<file path="config.mk">
export PLATFORM = sky130hd
export DESIGN_NAME = irq_hub
export DESIGN_NICKNAME = d
export VERILOG_FILES = /design/src/rtl/irq_hub_pkg.sv /design/src/rtl/irq_hub_bank.sv /design/src/rtl/irq_hub_pick.sv /design/src/rtl/irq_hub_srst.sv /design/src/rtl/irq_hub.sv
export SDC_FILE = /design/constraint.sdc
export NUM_CORES = 1
export LEC_CHECK = 0
export ABC_CLOCK_PERIOD_IN_PS = 5400
export BUFFER_PORTS_ARGS = -buffer_cell sky130_fd_sc_hd__buf_2
export CAP_MARGIN = 40
export CORE_MARGIN = 2
export CORE_UTILIZATION = 55
export CTS_BUF_LIST = sky130_fd_sc_hd__clkbuf_16
export DETAILED_ROUTE_END_ITERATION = 10
export PLACE_DENSITY_LB_ADDON = 0.08
export SKIP_CTS_REPAIR_TIMING = 1
export SLEW_MARGIN = 20
export SYNTH_ARGS = -nofsm -noshare
export SYNTH_HDL_FRONTEND = slang
export SYNTH_SLANG_ARGS = --single-unit
</file>
<file path="constraint.sdc">
create_clock -name clk -period 5.4 [get_ports clk]
set_input_delay 1.08 -clock clk [delete_from_list [all_inputs] [get_ports clk]]
set_output_delay 1.08 -clock clk [all_outputs]
set_load 0.02 [all_outputs]
</file>
<file path="src/rtl/irq_hub_pkg.sv">
package irq_hub_pkg;
   localparam int unsigned BANK_W       = 32;
   localparam int unsigned BANK_STRIDE  = 32'h20;
   localparam int unsigned OFS_REV      = 32'h000;
   localparam int unsigned OFS_CFG      = 32'h010;
   localparam int unsigned OFS_STAT     = 32'h014;
   localparam int unsigned OFS_ACTIVE   = 32'h040;
   localparam int unsigned OFS_CTRL     = 32'h048;
   localparam int unsigned OFS_MASK     = 32'h084;
   localparam int unsigned OFS_MCLR     = 32'h088;
   localparam int unsigned OFS_MSET     = 32'h08C;
   localparam int unsigned OFS_PEND     = 32'h098;
   localparam int unsigned CFG_IDLE_BIT = 0;
   localparam int unsigned CFG_SRST_BIT = 1;
endpackage

</file>
<file path="src/rtl/irq_hub_bank.sv">
module irq_hub_bank #(
   parameter int unsigned W = 32
) (
   input  logic         clk,
   input  logic         rst_n,
   input  logic         soft_clr,
   input  logic         set_we,
   input  logic         clr_we,
   input  logic [W-1:0] wdata,
   input  logic [W-1:0] lvl,
   output logic [W-1:0] mask_q,
   output logic [W-1:0] pend
);
   always_ff @(posedge clk or negedge rst_n) begin
      if (!rst_n)        mask_q <= '1;
      else if (soft_clr) mask_q <= '1;
      else if (set_we)   mask_q <= mask_q | wdata;
      else if (clr_we)   mask_q <= mask_q & ~wdata;
   end

   assign pend = lvl & ~mask_q;

   // write-one set masks the selected lines
   a_r2_set_masks: assert property (@(posedge clk) disable iff (!rst_n)
      set_we && !soft_clr |=> ((mask_q & $past(wdata)) == $past(wdata)));
   // write-one clear unmasks the selected lines
   a_r2_clr_unmasks: assert property (@(posedge clk) disable iff (!rst_n)
      clr_we && !set_we && !soft_clr |=> ((mask_q & $past(wdata)) == '0));
   // positions written as zero are left alone
   a_r2_zero_keeps: assert property (@(posedge clk) disable iff (!rst_n)
      (set_we || clr_we) && !soft_clr |=>
         (((mask_q ^ $past(mask_q)) & ~$past(wdata)) == '0));
   // a soft reset leaves every line masked
   a_r9_mask_restored: assert property (@(posedge clk) disable iff (!rst_n)
      soft_clr |=> (mask_q == '1));
endmodule

</file>
<file path="src/rtl/irq_hub_pick.sv">
module irq_hub_pick #(
   parameter int unsigned N  = 96,
   parameter int unsigned IW = 7
) (
   input  logic [N-1:0]  pend,
   output logic          hit,
   output logic [IW-1:0] idx
);
   always_comb begin
      idx = '0;
      for (int i = N - 1; i >= 0; i--) begin
         if (pend[i]) idx = IW'(i);
      end
   end

   assign hit = |pend;
endmodule

</file>
<file path="src/rtl/irq_hub_srst.sv">
module irq_hub_srst #(
   parameter int unsigned CYCLES = 4
) (
   input  logic clk,
   input  logic rst_n,
   input  logic start,
   output logic busy
);
   localparam int unsigned CW = $clog2(CYCLES + 1);

   if (CYCLES < 1) begin : g_bad_cycles
      $error("irq_hub_srst: CYCLES must be at least 1");
   end

   logic [CW-1:0] cnt_q;

   always_ff @(posedge clk or negedge rst_n) begin
      if (!rst_n)                     cnt_q <= '0;
      else if (start && cnt_q == '0)  cnt_q <= CW'(CYCLES);
      else if (cnt_q != '0)           cnt_q <= cnt_q - 1'b1;
   end

   assign busy = (cnt_q != '0);

   // a trigger while idle opens the busy window
   a_r9_busy_starts: assert property (@(posedge clk) disable iff (!rst_n)
      start && !busy |=> busy);
   // the window ends after the last count
   a_r9_busy_ends: assert property (@(posedge clk) disable iff (!rst_n)
      busy && cnt_q == CW'(1) |=> !busy);
endmodule

</file>
<file path="src/rtl/irq_hub.sv">
module irq_hub
   import irq_hub_pkg::*;
#(
   parameter int unsigned NUM_SRC    = 96,
   parameter int unsigned AW         = 12,
   parameter int unsigned RST_CYCLES = 4,
   parameter int unsigned REV_MAJOR  = 2,
   parameter int unsigned REV_MINOR  = 1
) (
   input  logic               clk,
   input  logic               rst_n,
   input  logic [NUM_SRC-1:0] src_lvl,
   input  logic               bus_sel,
   input  logic               bus_wr,
   input  logic [AW-1:0]      bus_addr,
   input  logic [31:0]        bus_wdata,
   output logic [31:0]        bus_rdata,
   output logic               irq_out
);
   localparam int unsigned NB = NUM_SRC / BANK_W;
   localparam int unsigned IW = $clog2(NUM_SRC);

   if (!(NUM_SRC == 96 || NUM_SRC == 128)) begin : g_bad_num
      $error("irq_hub: NUM_SRC must be 96 or 128");
   end
   if (AW < 8) begin : g_bad_aw
      $error("irq_hub: AW too narrow for the register map");
   end
   if (REV_MAJOR > 15 || REV_MINOR > 15) begin : g_bad_rev
      $error("irq_hub: revision fields are 4 bits");
   end

   logic              busy;
   logic              wr_ok;
   logic              cfg_we, ack_we, srst_go;
   logic              autoidle_q;
   logic              act_valid_q;
   logic [IW-1:0]     act_num_q;
   logic              pick_hit;
   logic [IW-1:0]     pick_idx;
   logic [NUM_SRC-1:0] pend_all;
   logic [NB-1:0][BANK_W-1:0] mask_all;
   logic [NB-1:0][BANK_W-1:0] pend_bank;

   assign wr_ok   = bus_sel && bus_wr && !busy;
   assign cfg_we  = wr_ok && (bus_addr == AW'(OFS_CFG));
   assign ack_we  = wr_ok && (bus_addr == AW'(OFS_CTRL)) && bus_wdata[0];
   assign srst_go = cfg_we && bus_wdata[CFG_SRST_BIT];

   irq_hub_srst #(.CYCLES(RST_CYCLES)) u_srst (
      .clk   (clk),
      .rst_n (rst_n),
      .start (srst_go),
      .busy  (busy)
   );

   for (genvar b = 0; b < NB; b++) begin : g_bank
      logic set_we, clr_we;
      assign set_we = wr_ok && (bus_addr == AW'(OFS_MSET + b * BANK_STRIDE));
      assign clr_we = wr_ok && (bus_addr == AW'(OFS_MCLR + b * BANK_STRIDE));

      irq_hub_bank #(.W(BANK_W)) u_bank (
         .clk      (clk),
         .rst_n    (rst_n),
         .soft_clr (busy),
         .set_we   (set_we),
         .clr_we   (clr_we),
         .wdata    (bus_wdata),
         .lvl      (src_lvl[b*BANK_W +: BANK_W]),
         .mask_q   (mask_all[b]),
         .pend     (pend_bank[b])
      );
      assign pend_all[b*BANK_W +: BANK_W] = pend_bank[b];
   end

   irq_hub_pick #(.N(NUM_SRC), .IW(IW)) u_pick (
      .pend (pend_all),
      .hit  (pick_hit),
      .idx  (pick_idx)
   );

   always_ff @(posedge clk or negedge rst_n) begin
      if (!rst_n) begin
         autoidle_q <= 1'b0;
      end else if (busy) begin
         autoidle_q <= 1'b0;
      end else if (cfg_we) begin
         autoidle_q <= bus_wdata[CFG_IDLE_BIT];
      end
   end

   always_ff @(posedge clk or negedge rst_n) begin
      if (!rst_n) begin
         act_valid_q <= 1'b0;
         act_num_q   <= '0;
      end else if (busy || ack_we) begin
         act_valid_q <= 1'b0;
         act_num_q   <= '0;
      end else if (!act_valid_q && pick_hit) begin
         act_valid_q <= 1'b1;
         act_num_q   <= pick_idx;
      end
   end

   assign irq_out = act_valid_q;

   always_comb begin
      bus_rdata = '0;
      if (bus_sel && !bus_wr) begin
         if (bus_addr == AW'(OFS_REV))
            bus_rdata = {24'd0, 4'(REV_MAJOR), 4'(REV_MINOR)};
         if (bus_addr == AW'(OFS_CFG))
            bus_rdata = {31'd0, autoidle_q};
         if (bus_addr == AW'(OFS_STAT))
            bus_rdata = {31'd0, !busy};
         if (bus_addr == AW'(OFS_ACTIVE))
            bus_rdata = 32'(act_num_q);
         for (int b = 0; b < NB; b++) begin
            if (bus_addr == AW'(OFS_MASK + b * BANK_STRIDE)) bus_rdata = mask_all[b];
            if (bus_addr == AW'(OFS_PEND + b * BANK_STRIDE)) bus_rdata = pend_bank[b];
         end
      end
   end

   // the picker only names a pending line
   a_r5_pick_pending: assert property (@(posedge clk) disable iff (!rst_n)
      pick_hit |-> pend_all[pick_idx]);
   // an idle controller with a pending line raises the output
   a_r5_present: assert property (@(posedge clk) disable iff (!rst_n)
      !act_valid_q && pick_hit && !ack_we && !busy |=> irq_out);
   // the captured number holds until acknowledge
   a_r6_hold: assert property (@(posedge clk) disable iff (!rst_n)
      irq_out && !ack_we && !busy |=> irq_out && $stable(act_num_q));
   // an acknowledge always drops the output
   a_r7_ack_drops: assert property (@(posedge clk) disable iff (!rst_n)
      ack_we |=> !irq_out);
   // the soft reset leaves nothing active
   a_r9_no_active: assert property (@(posedge clk) disable iff (!rst_n)
      busy |=> !irq_out && act_num_q == '0);
endmodule

</file>
==> summary.md <==
| Metric | Value |
|---|---|
| Status | finished, final reports clean |
| Input/output buffers | 176 |
| RD Place Congestion | 0.976 |
| H-tree depth | 3 |
| DIE AREA | 15300 um^2 |
| Setup violations, final | 0 |
| Largest fanout on the critical path | 29 |
| Setup TNS | 0 ns |
| Die Y | 124 um |
| Nets | 1225 |
| Vias/cell | 6.78 |
| R2R Setup Slk | 2.53 ns |
| Synth-to-layout area growth | 18.6% |
| Largest area contributor in the netlist | dfstp_2 |
| Max-slew violations | 0 |
| Clock skew | 0.00615 ns |
| RSZ-0062 raised after global routing | no |
| Min-Delay Startpoint | act_num_q[5] |
| Cells after Synth | 924 |
| Power per Cell Area | 433 nW/um^2 |
| Clock slew at reported path FFs | 0.07 ns |
| Std-Cell Rows | 43 |
| HP Class | reg -> reg |
| Clock Tree Buf Depth | 2 |
| Largest stage delay, worst path | 0.61 ns |
| Yosys top cell area share | 31.9% |
| Worst IR Drop VDD | 0.000246 V |
| Die width | 124 um |
| Slew headroom | 45.7% |
| Sink Count | 108 |
| Initial Util | 56.7% |
| 1st-iter DRT viols | 995 |
| Initial antenna violation count | 0 |
| Reg2reg start | g_bank[2].u_bank.mask_q[26] |
| N_diodes | 0 |
| Start point of the critical path | bus_addr[11] |
| Commonest non-fill, non-tap cells in the layout | buf_2, nand2_1, a221o_1, dfstp_2, nor2b_1 |
| Worst Hold Depth | 2 |
| Post-Syn Area | 7900 um^2 |
| Worst Hold Path EP | act_num_q[5] |
| Critical-path cell list | buf_2, or4_1, nor3_1, and2_1, buf_4, inv_1, o21ai_0, a211oi_1, a211oi_1, buf_2 |
| Detailed Routing Iterations Pass 1 | 8 |
| Slowest-stage cell, CP | or4_1 |
| Fin crit period | 4.58 ns |
| Async S/R FF share, synth | 100% |
| Most area-consuming cells after synthesis | dfstp_2, a221o_1, nand2_1 |
| DR DRC count | 0 |
| Synth cell types | 70 |
| Crit path capture type | output port |
| Via count | 8563 |
| Fmax | 218 MHz |
| Int Power | 0.00237 W |
| NetSw | 0.00169 W |
| R2R cell count | 7 |
| Post-synthesis sequential element count | 108 |
| Clk pwr share | 17.7% |
| Max Cap Violations | 0 |
| Final period utilization | 84.8% |
| Yosys Warn Count | 0 |
| Crit Path Class | in -> out |
| Slew @ Worst Pin | 0.806 ns |
| Drt total wl | 28600 um |
| Root Buffer | clkbuf_16 |
| Leak | 3.87 nW |
| Top FF cell, synth | dfstp_2 |
| Clock Latency Late Sink | 0.36 ns |
| Part of the power in registers | 34.0% |
| Gr ovfl total | 0 |
| Share of layout cells above drive strength 1 | 32.6% |
| Most common cell after layout, fill and taps aside | buf_2 |
| EDFF count, synth | 0 |
| CP arrival | 3.50 ns |
| Vias in the first global route | 8029 |
| CTS tree | yes |
| CP required | 4.32 ns |
| Worst hold slack | 0.473 ns |
| Reg-to-Reg End | act_num_q[1] |
| Register area share after synthesis | 35.7% |
| Endpoints failing hold | 0 |
| WP buf/inv | 4 |
| Pin count of the biggest net entering global routing | 63 |
| Core area | 13900 um^2 |
| Largest delay share family, worst path | simple AND/OR/NAND/NOR gates |
| First-pass GRT wire length | 43700 um |
| Syn_nets | 1070 |
| Io pins | 177 |
| Antenna-violating nets left | 0 |
| Worst setup SP type | input port |
| Combinational group share of total power | 48.3% |
| GRT Overall Usage | 37.7% |
| Mean Syn Cell Area | 8.55 um^2 |
| Routed len/inst | 22.7 um |
| Switching Fraction | 41.6% |
| Post-detail-place hpwl | 20800 um |
| Total CTS buffers | 9 |
per-stage QoR:
| stage | cells | setup slack (ns) | utilization (%) | power (W) | instance area, um^2 |
|---|---|---|---|---|---|
| floorplan | 924 | 1.16 | - | 0.00268 | 7900 |
| global placement | 1241 | 0.940 | 64.1 | 0.00323 | 8930 |
| detailed placement | 1246 | 0.871 | 64.9 | 0.00328 | 9040 |
| CTS | 1261 | 0.862 | 67.1 | 0.00401 | 9350 |
| global route | 1263 | 0.682 | 67.2 | 0.00429 | 9370 |
| finish | 1263 | 0.821 | 67.2 | 0.00405 | 9370 |
Yosys cell counts (all sizes together) (4+ instances only):
master and count:
nor2b 75, o31ai 7, clkbuf 51, a22oi 39, o41ai 4, nand2b 39
a221oi 17, and3 6, a221o 96, inv 14, or4 12, o21ai 23
buf 5, a31oi 21, a211oi 8, nor4 18, nor2 67, nor3 18
a2111oi 4, o22ai 13, and2b 9, o2111ai 4, o211ai 5, nand3 10
dfrtp 12, nand2 138, a21oi 59, dfstp 96, nand4 9
worst register-to-register path, delay by kind of cell (launching register included):
family / cells / cell delay [ns]
AO/OA/AOI/OAI: 2 / 0.72
AND/OR/NAND/NOR: 5 / 1.51
flip-flops: 1 / 0.56
routing by layer:
metal / global-route usage, % / share of wire [%] / vias up
li1: - / - / 3872
met1: 49.9 / 41 / 4047
met2: 58.7 / 45 / 573
met3: 9.98 / 11 / 71
met4: 15.3 / 2.9 / 0
met5: 0 / 0 / -
sequential cells by signal, indices dropped and copies added, names as in the netlist:
signal / count
irq_out: 1
act_num_q: 7
autoidle_q: 1
g_bank.u_bank.mask_q: 96
u_srst.cnt_q: 3
kinds of logic (layout without fill, tap and decap cells):
kind of cell	Yosys count	after routing	synth area share, %
flops	108	108	35.7
fa+ha+maj	2	2	0.317
compound gates	323	323	31.8
mux	3	3	0.380
buf+inv	70	229	3.60
xor+xnor	1	1	0.111
simple gates	417	417	28.1
how the worst max path moves through the flow:
stage	to	slack [ns]	cells after the start
final	bus_rdata[0]	0.82	10
after CTS	bus_rdata[0]	0.86	10
after floorplan	bus_rdata[0]	1.16	7
after detailed placement	bus_rdata[0]	0.87	10
after global placement	bus_rdata[0]	0.94	10
after global routing	bus_rdata[0]	0.68	10
power groups by stage:
stage                     sequential (W)  clock, W  combinational [W]
after floorplan                  0.00131         0            0.00137
after CTS                        0.00137  0.000721            0.00192
final                            0.00138  0.000718            0.00196
after global placement           0.00137         0            0.00185
after detailed placement         0.00137         0            0.00191
after global routing             0.00140  0.000755            0.00213
cell type report:
class                      instances  area [um^2]
multi-input combinational        746         4820
fill                            1201         4570
sequential                       108         2820
timing repair buffer             200         1140
clock buffer                       9          225
tap                              180          225
clock inverter                     6         81.3
inverter                          14         52.6
Power figures use the tool's default switching activity.
